==> config.mk <==
export PLATFORM = sky130hd
export DESIGN_NAME = hdbp_carrier_gen
export DESIGN_NICKNAME = d
export VERILOG_FILES = /design/src/rtl/hdbp_pkg.sv /design/src/rtl/hdbp_len_sel.sv /design/src/rtl/hdbp_win_timer.sv /design/src/rtl/hdbp_ctrl.sv /design/src/rtl/hdbp_carrier_gen.sv
export SDC_FILE = /design/constraint.sdc
export NUM_CORES = 1
export LEC_CHECK = 0
export ABC_AREA = 1
export BUFFER_PORTS_ARGS = -buffer_cell sky130_fd_sc_hd__buf_2
export CAP_MARGIN = 40
export CORE_MARGIN = 2
export CORE_UTILIZATION = 56
export CTS_CLUSTER_SIZE = 25
export DETAILED_ROUTE_END_ITERATION = 8
export GPL_ROUTABILITY_DRIVEN = 0
export PLACE_DENSITY = 0.79
export SLEW_MARGIN = 20
export SYNTH_ARGS = -nofsm -noshare
export SYNTH_HDL_FRONTEND = slang
export SYNTH_SLANG_ARGS = --single-unit
==> constraint.sdc <==
create_clock -name clk -period 3.3 [get_ports clk]
set_input_delay 0.495 -clock clk [delete_from_list [all_inputs] [get_ports clk]]
set_output_delay 0.495 -clock clk [all_outputs]
set_load 0.02 [all_outputs]
==> src/rtl/hdbp_pkg.sv <==
package hdbp_pkg;

    // Defaults applied when a length input is programmed to zero (bit times)
    localparam int unsigned DEF_CARRIER_BITS = 16000;
    localparam int unsigned DEF_GAP_BITS     = 48;

    typedef enum logic [1:0] {
        ST_IDLE  = 2'd0,
        ST_JAM   = 2'd1,
        ST_GAP   = 2'd2,
        ST_LOCAL = 2'd3
    } hdbp_state_e;

    typedef struct packed {
        logic en;       // block enabled
        logic congest;  // congestion request
        logic pending;  // local frame waiting
        logic coll;     // collision seen
    } hdbp_evt_t;

    typedef struct packed {
        logic ld_car;   // (re)start carrier window
        logic ld_gap;   // start silent gap
    } hdbp_cmd_t;

    // Wire is held by this block in these states
    function automatic logic holds_wire(hdbp_state_e s);
        return (s == ST_JAM) || (s == ST_GAP);
    endfunction

endpackage

==> src/rtl/hdbp_len_sel.sv <==
module hdbp_len_sel #(
    parameter int unsigned W   = 16,
    parameter int unsigned DEF = 1
) (
    input  logic [W-1:0] len_i,
    output logic [W-1:0] eff_o
);
    localparam logic [W-1:0] DEF_V = W'(DEF);

    // Zero picks the default; the default itself is never zero
    generate
        if (DEF == 0) begin : g_nodef
            assign eff_o = (len_i == '0) ? W'(1) : len_i;
        end else begin : g_def
            assign eff_o = (len_i == '0) ? DEF_V : len_i;
        end
    endgenerate
endmodule

==> src/rtl/hdbp_win_timer.sv <==
module hdbp_win_timer #(
    parameter int unsigned W = 16
) (
    input  logic         clk,
    input  logic         rst,
    input  logic         load_i,
    input  logic [W-1:0] len_i,
    output logic         expired_o
);
    logic [W-1:0] cnt_q;

    // A window of len cycles: loaded with len-1, expires when it reads zero
    always_ff @(posedge clk) begin
        if (rst) begin
            cnt_q <= '0;
        end else if (load_i) begin
            cnt_q <= len_i - W'(1);
        end else if (cnt_q != '0) begin
            cnt_q <= cnt_q - W'(1);
        end
    end

    assign expired_o = (cnt_q == '0);
endmodule

==> src/rtl/hdbp_ctrl.sv <==
module hdbp_ctrl
    import hdbp_pkg::*;
(
    input  logic        clk,
    input  logic        rst,
    input  hdbp_evt_t   evt_i,
    input  logic        car_exp_i,
    input  logic        gap_exp_i,
    output hdbp_state_e state_o,
    output hdbp_cmd_t   cmd_o
);
    hdbp_state_e state_q, state_d;
    logic        coll_hit;

    assign coll_hit = evt_i.en && evt_i.congest && evt_i.coll;

    always_comb begin
        state_d = state_q;
        if (!evt_i.en || !evt_i.congest) begin
            state_d = ST_IDLE;
        end else if (evt_i.coll) begin
            state_d = ST_JAM;          // no backoff: carrier at once
        end else begin
            unique case (state_q)
                ST_IDLE:  state_d = evt_i.pending ? ST_LOCAL : ST_JAM;
                ST_JAM: begin
                    if (evt_i.pending)  state_d = ST_LOCAL;
                    else if (car_exp_i) state_d = ST_GAP;
                end
                ST_GAP: begin
                    if (evt_i.pending)  state_d = ST_LOCAL;
                    else if (gap_exp_i) state_d = ST_JAM;
                end
                ST_LOCAL: state_d = evt_i.pending ? ST_LOCAL : ST_JAM;
                default:  state_d = ST_IDLE;
            endcase
        end
    end

    always_comb begin
        cmd_o.ld_car = (state_d == ST_JAM) && ((state_q != ST_JAM) || coll_hit);
        cmd_o.ld_gap = (state_d == ST_GAP) && (state_q != ST_GAP);
    end

    always_ff @(posedge clk) begin
        if (rst) state_q <= ST_IDLE;
        else     state_q <= state_d;
    end

    assign state_o = state_q;
endmodule

==> src/rtl/hdbp_carrier_gen.sv <==
module hdbp_carrier_gen
    import hdbp_pkg::*;
#(
    parameter int unsigned CAR_W = 16,
    parameter int unsigned GAP_W = 8
) (
    input  logic             clk,
    input  logic             rst,
    input  logic             half_duplex_i,
    input  logic             bp_enable_i,
    input  logic             congest_i,
    input  logic             tx_pending_i,
    input  logic             collision_i,
    input  logic [CAR_W-1:0] carrier_len_i,
    input  logic [GAP_W-1:0] gap_len_i,
    output logic             carrier_o,
    output logic             tx_grant_o
);
    hdbp_evt_t        evt;
    hdbp_cmd_t        cmd;
    hdbp_state_e      state;
    logic [CAR_W-1:0] car_eff;
    logic [GAP_W-1:0] gap_eff;
    logic             car_exp, gap_exp;

    assign evt.en      = half_duplex_i && bp_enable_i;
    assign evt.congest = congest_i;
    assign evt.pending = tx_pending_i;
    assign evt.coll    = collision_i;

    hdbp_len_sel #(.W(CAR_W), .DEF(DEF_CARRIER_BITS)) u_car_sel (
        .len_i (carrier_len_i),
        .eff_o (car_eff)
    );

    hdbp_len_sel #(.W(GAP_W), .DEF(DEF_GAP_BITS)) u_gap_sel (
        .len_i (gap_len_i),
        .eff_o (gap_eff)
    );

    hdbp_win_timer #(.W(CAR_W)) u_car_tmr (
        .clk       (clk),
        .rst       (rst),
        .load_i    (cmd.ld_car),
        .len_i     (car_eff),
        .expired_o (car_exp)
    );

    hdbp_win_timer #(.W(GAP_W)) u_gap_tmr (
        .clk       (clk),
        .rst       (rst),
        .load_i    (cmd.ld_gap),
        .len_i     (gap_eff),
        .expired_o (gap_exp)
    );

    hdbp_ctrl u_ctrl (
        .clk       (clk),
        .rst       (rst),
        .evt_i     (evt),
        .car_exp_i (car_exp),
        .gap_exp_i (gap_exp),
        .state_o   (state),
        .cmd_o     (cmd)
    );

    assign carrier_o  = (state == ST_JAM);
    assign tx_grant_o = !holds_wire(state);
endmodule

==> flow_summary.yaml <==
yosys:
  yosys_warnings: 0
  yosysSeqAreaShare: 0.2626
  synth_largest_area_cell: "dfxtp_1"
  syn_nets: 353
  syn-cell-area_mm2: 0.001982
  synthCells: 318
  synth.avg_cell_area_um2: 6.232
  synth_top_cells_by_area: "dfxtp_1 (26%), nand2_1 (16%), nor2_1 (10%)"
  synth_seq_cells: 26
  synth_top_area_share: 0.2626
  synth_cell_types: 31
clock_network:
  hold_buffers: 0
  cts_tree: "built"
  cts_max_path_buffers: 2
  clock_latency_ns: 0.32
  cts_inserted_buffers: 3
  cts-resized-gates: 0
  htreeDepth: 1
  postCtsSetupBuffers: 0
  cts.reportedPaths.clkPinSlew_ns: 0.15
  cts_num_sinks: 26
  clock-root-buffer: "clkbuf_4"
global_routing:
  grt_usage: 0.2425
  globalRoute.totalOverflow: 0
  grt_pass1_vias: 1819
  grt_pass1_wl_um: 7748
  grt_max_degree: 23
  antenna_found_initial: 0
sta:
  setup_ws_ns: 0.4036
  drv_slew: 0
  tightest_slew_ns: 0.3900
  fin_crit_sh: 0.8777
  setup_viol: 0
  finClkSkew_ns: 0.002948
  finalSetupTns_ns: 0
  post-route-min-period_ns: 2.896
  hold_viol: 0
  relSlewSlack: 0.7394
  max_freq_mhz: 345.3
  rsz0062_at_grt: "no"
routing:
  drt_iter0_markers: 105
  num_vias: 1973
  wirelength_um: 4503
  drc: 0
  routedWlPerCell_um: 11.46
  drt-pass1-iter-count: 4
  avgViaCountPerCell: 5.020
  postRouteAntennaNets: 0
die:
  initial_utilization: 0.5893
  die_area_mm2: 0.004031
  ios: 33
  die_y_um: 63.49
  rows: 21
  core_mm2: 0.003363
  die_x_um: 63.49
worst_setup_path:
  cp-start-kind: "flop"
  cp_max_fo: 22
  critPathMaxStageDelay_ns: 0.38
  slowest_stage: "dfxtp_1"
  critPathBufInv: 1
  end_kind: "flop"
  crit_chain: "inv_1 > ha_1 > nor2_1 > a21oi_1 > nor2_2 > nand2_1 > nand2_2 > nand2_4 > nor2_8 > nand2_1 > o21ai_2 > ha_1 > nand3_1 > nor2_2 > nand2_1 > a21oi_1 > a21oi_1"
  critPathKind: "reg2reg"
  crit_arrival_ns: 3.11
  crit_required_ns: 3.52
  cp_top_family: "simple AND/OR/NAND/NOR gates"
placed_design:
  dp_slack_ns: 0.4880
  dpl.hpwl_um: 3616
  portBuffers: 32
  placed_area_mm2: 0.002140
layout:
  layout-area-overhead-vs-synth_pct: 9.786
  mostFrequentLayoutCells: "nand2_1 (84), nor2_1 (54), inv_1 (36)"
  n_fill_cell: 328
  final_common_cell: "nand2_1"
  drive_gt1_frac: 0.2161
  n_antenna_cell: 0
  nets: 383
  finalInstanceArea_mm2: 0.002176
power:
  power.density_mw_per_mm2: 708.4
  ir_drop_mv: 0.3001
  leakage_uw: 0.001095
job:
  cap_violations: 0
status:
  status: "finished, final reports clean"
min_path:
  min_path_type: "in2reg"
[final cells by class]
| class | count | area [um^2] | area share |
|---|---|---|---|
| clock buffer | 4 | 36.28 | 0.01668 |
| inverter | 38 | 142.6 | 0.06555 |
| multi-input combinational | 247 | 1259 | 0.5785 |
| sequential | 26 | 520.5 | 0.2392 |
| tap | 46 | 57.56 | 0.02645 |
| timing repair buffer | 32 | 160.2 | 0.07361 |
[worst reg2reg max path, cell delays in order (launching register included)]
cell,delay (ns)
dfxtp_1,0.38
inv_1,0.05
ha_1,0.31
nor2_1,0.11
a21oi_1,0.07
nor2_2,0.10
nand2_1,0.06
nand2_2,0.10
nand2_4,0.12
nor2_8,0.31
nand2_1,0.12
o21ai_2,0.11
ha_1,0.20
nand3_1,0.20
nor2_2,0.23
nand2_1,0.09
a21oi_1,0.15
a21oi_1,0.08
[stage by stage]
step           instances  hold slack (ns)  total power (uW)    util
2_1_floorplan        318           0.5048              1187       -
3_3_place_gp         389           0.5487              1356  0.6362
3_5_place_dp         389           0.5448              1366  0.6362
4_1_cts              393           0.4670              1536  0.6469
5_1_grt              393           0.4609              1692  0.6469
6_report             393           0.4733              1541  0.6469
[synth_stat cells]
master	n
nand2_1	84
nor2_1	54
inv_1	36
dfxtp_1	26
nand3_1	14
nor2_2	12
nand2_2	11
a21oi_1	10
o21bai_1	9
o21ai_1	8
nand2_4	5
nor3_1	5
a31oi_1	4
ha_1	4
nand4_1	4
o21ai_0	4
o21ai_2	4
nor4_1	3
xor2_1	3
and3_1	2
buf_4	2
buf_6	2
inv_2	2
nand3_2	2
xnor2_1	2
buf_1	1
buf_8	1
clkbuf_1	1
nor2_4	1
nor2_8	1
or2_2	1
[metal layers]
metal  GRT usage  wire length, um  vias up  share of wire
met5           0                0        -              0
met4     0.09511               55        0          0.012
met3     0.04107              240        4          0.053
met2      0.4224             2194       57           0.49
met1      0.2954             2013      854           0.45
li1            -                -     1058              -
[state kept, by name, summed over array words and instances (netlist names)]
register and cells:
u_car_tmr.cnt_q 16, u_gap_tmr.cnt_q 8, u_ctrl.state_o 2
[final timing paths]
check,start,depth (start not counted),slack [ns],to
max,u_ctrl.state_o[0]$_SDFF_PP0_,17,0.40,u_car_tmr.cnt_q[8]$_SDFFE_PP0P_
min,rst,2,0.47,u_gap_tmr.cnt_q[6]$_SDFFE_PP0P_
max reg2reg,u_ctrl.state_o[0]$_SDFF_PP0_,17,0.40,u_car_tmr.cnt_q[8]$_SDFFE_PP0P_
min reg2reg,u_car_tmr.cnt_q[15]$_SDFFE_PP0P_,4,0.57,u_car_tmr.cnt_q[15]$_SDFFE_PP0P_
[cells by family (layout without fill, tap and decap cells)]
family | Yosys count | in the layout | synth area share
compound gates | 39 | 39 | 0.1199
xor+xnor | 5 | 5 | 0.02210
fa+ha+maj | 4 | 4 | 0.02525
buf+inv | 45 | 74 | 0.1023
flops | 26 | 26 | 0.2626
simple gates | 199 | 199 | 0.4678
[report_power, final]
group	internal, uW	leakage (uW)	switching (uW)
logic	322	0.000860	583
registers	414	0.000214	54.7
clock network	67.5	0.0000210	98.8
Power figures use the tool's default switching activity.
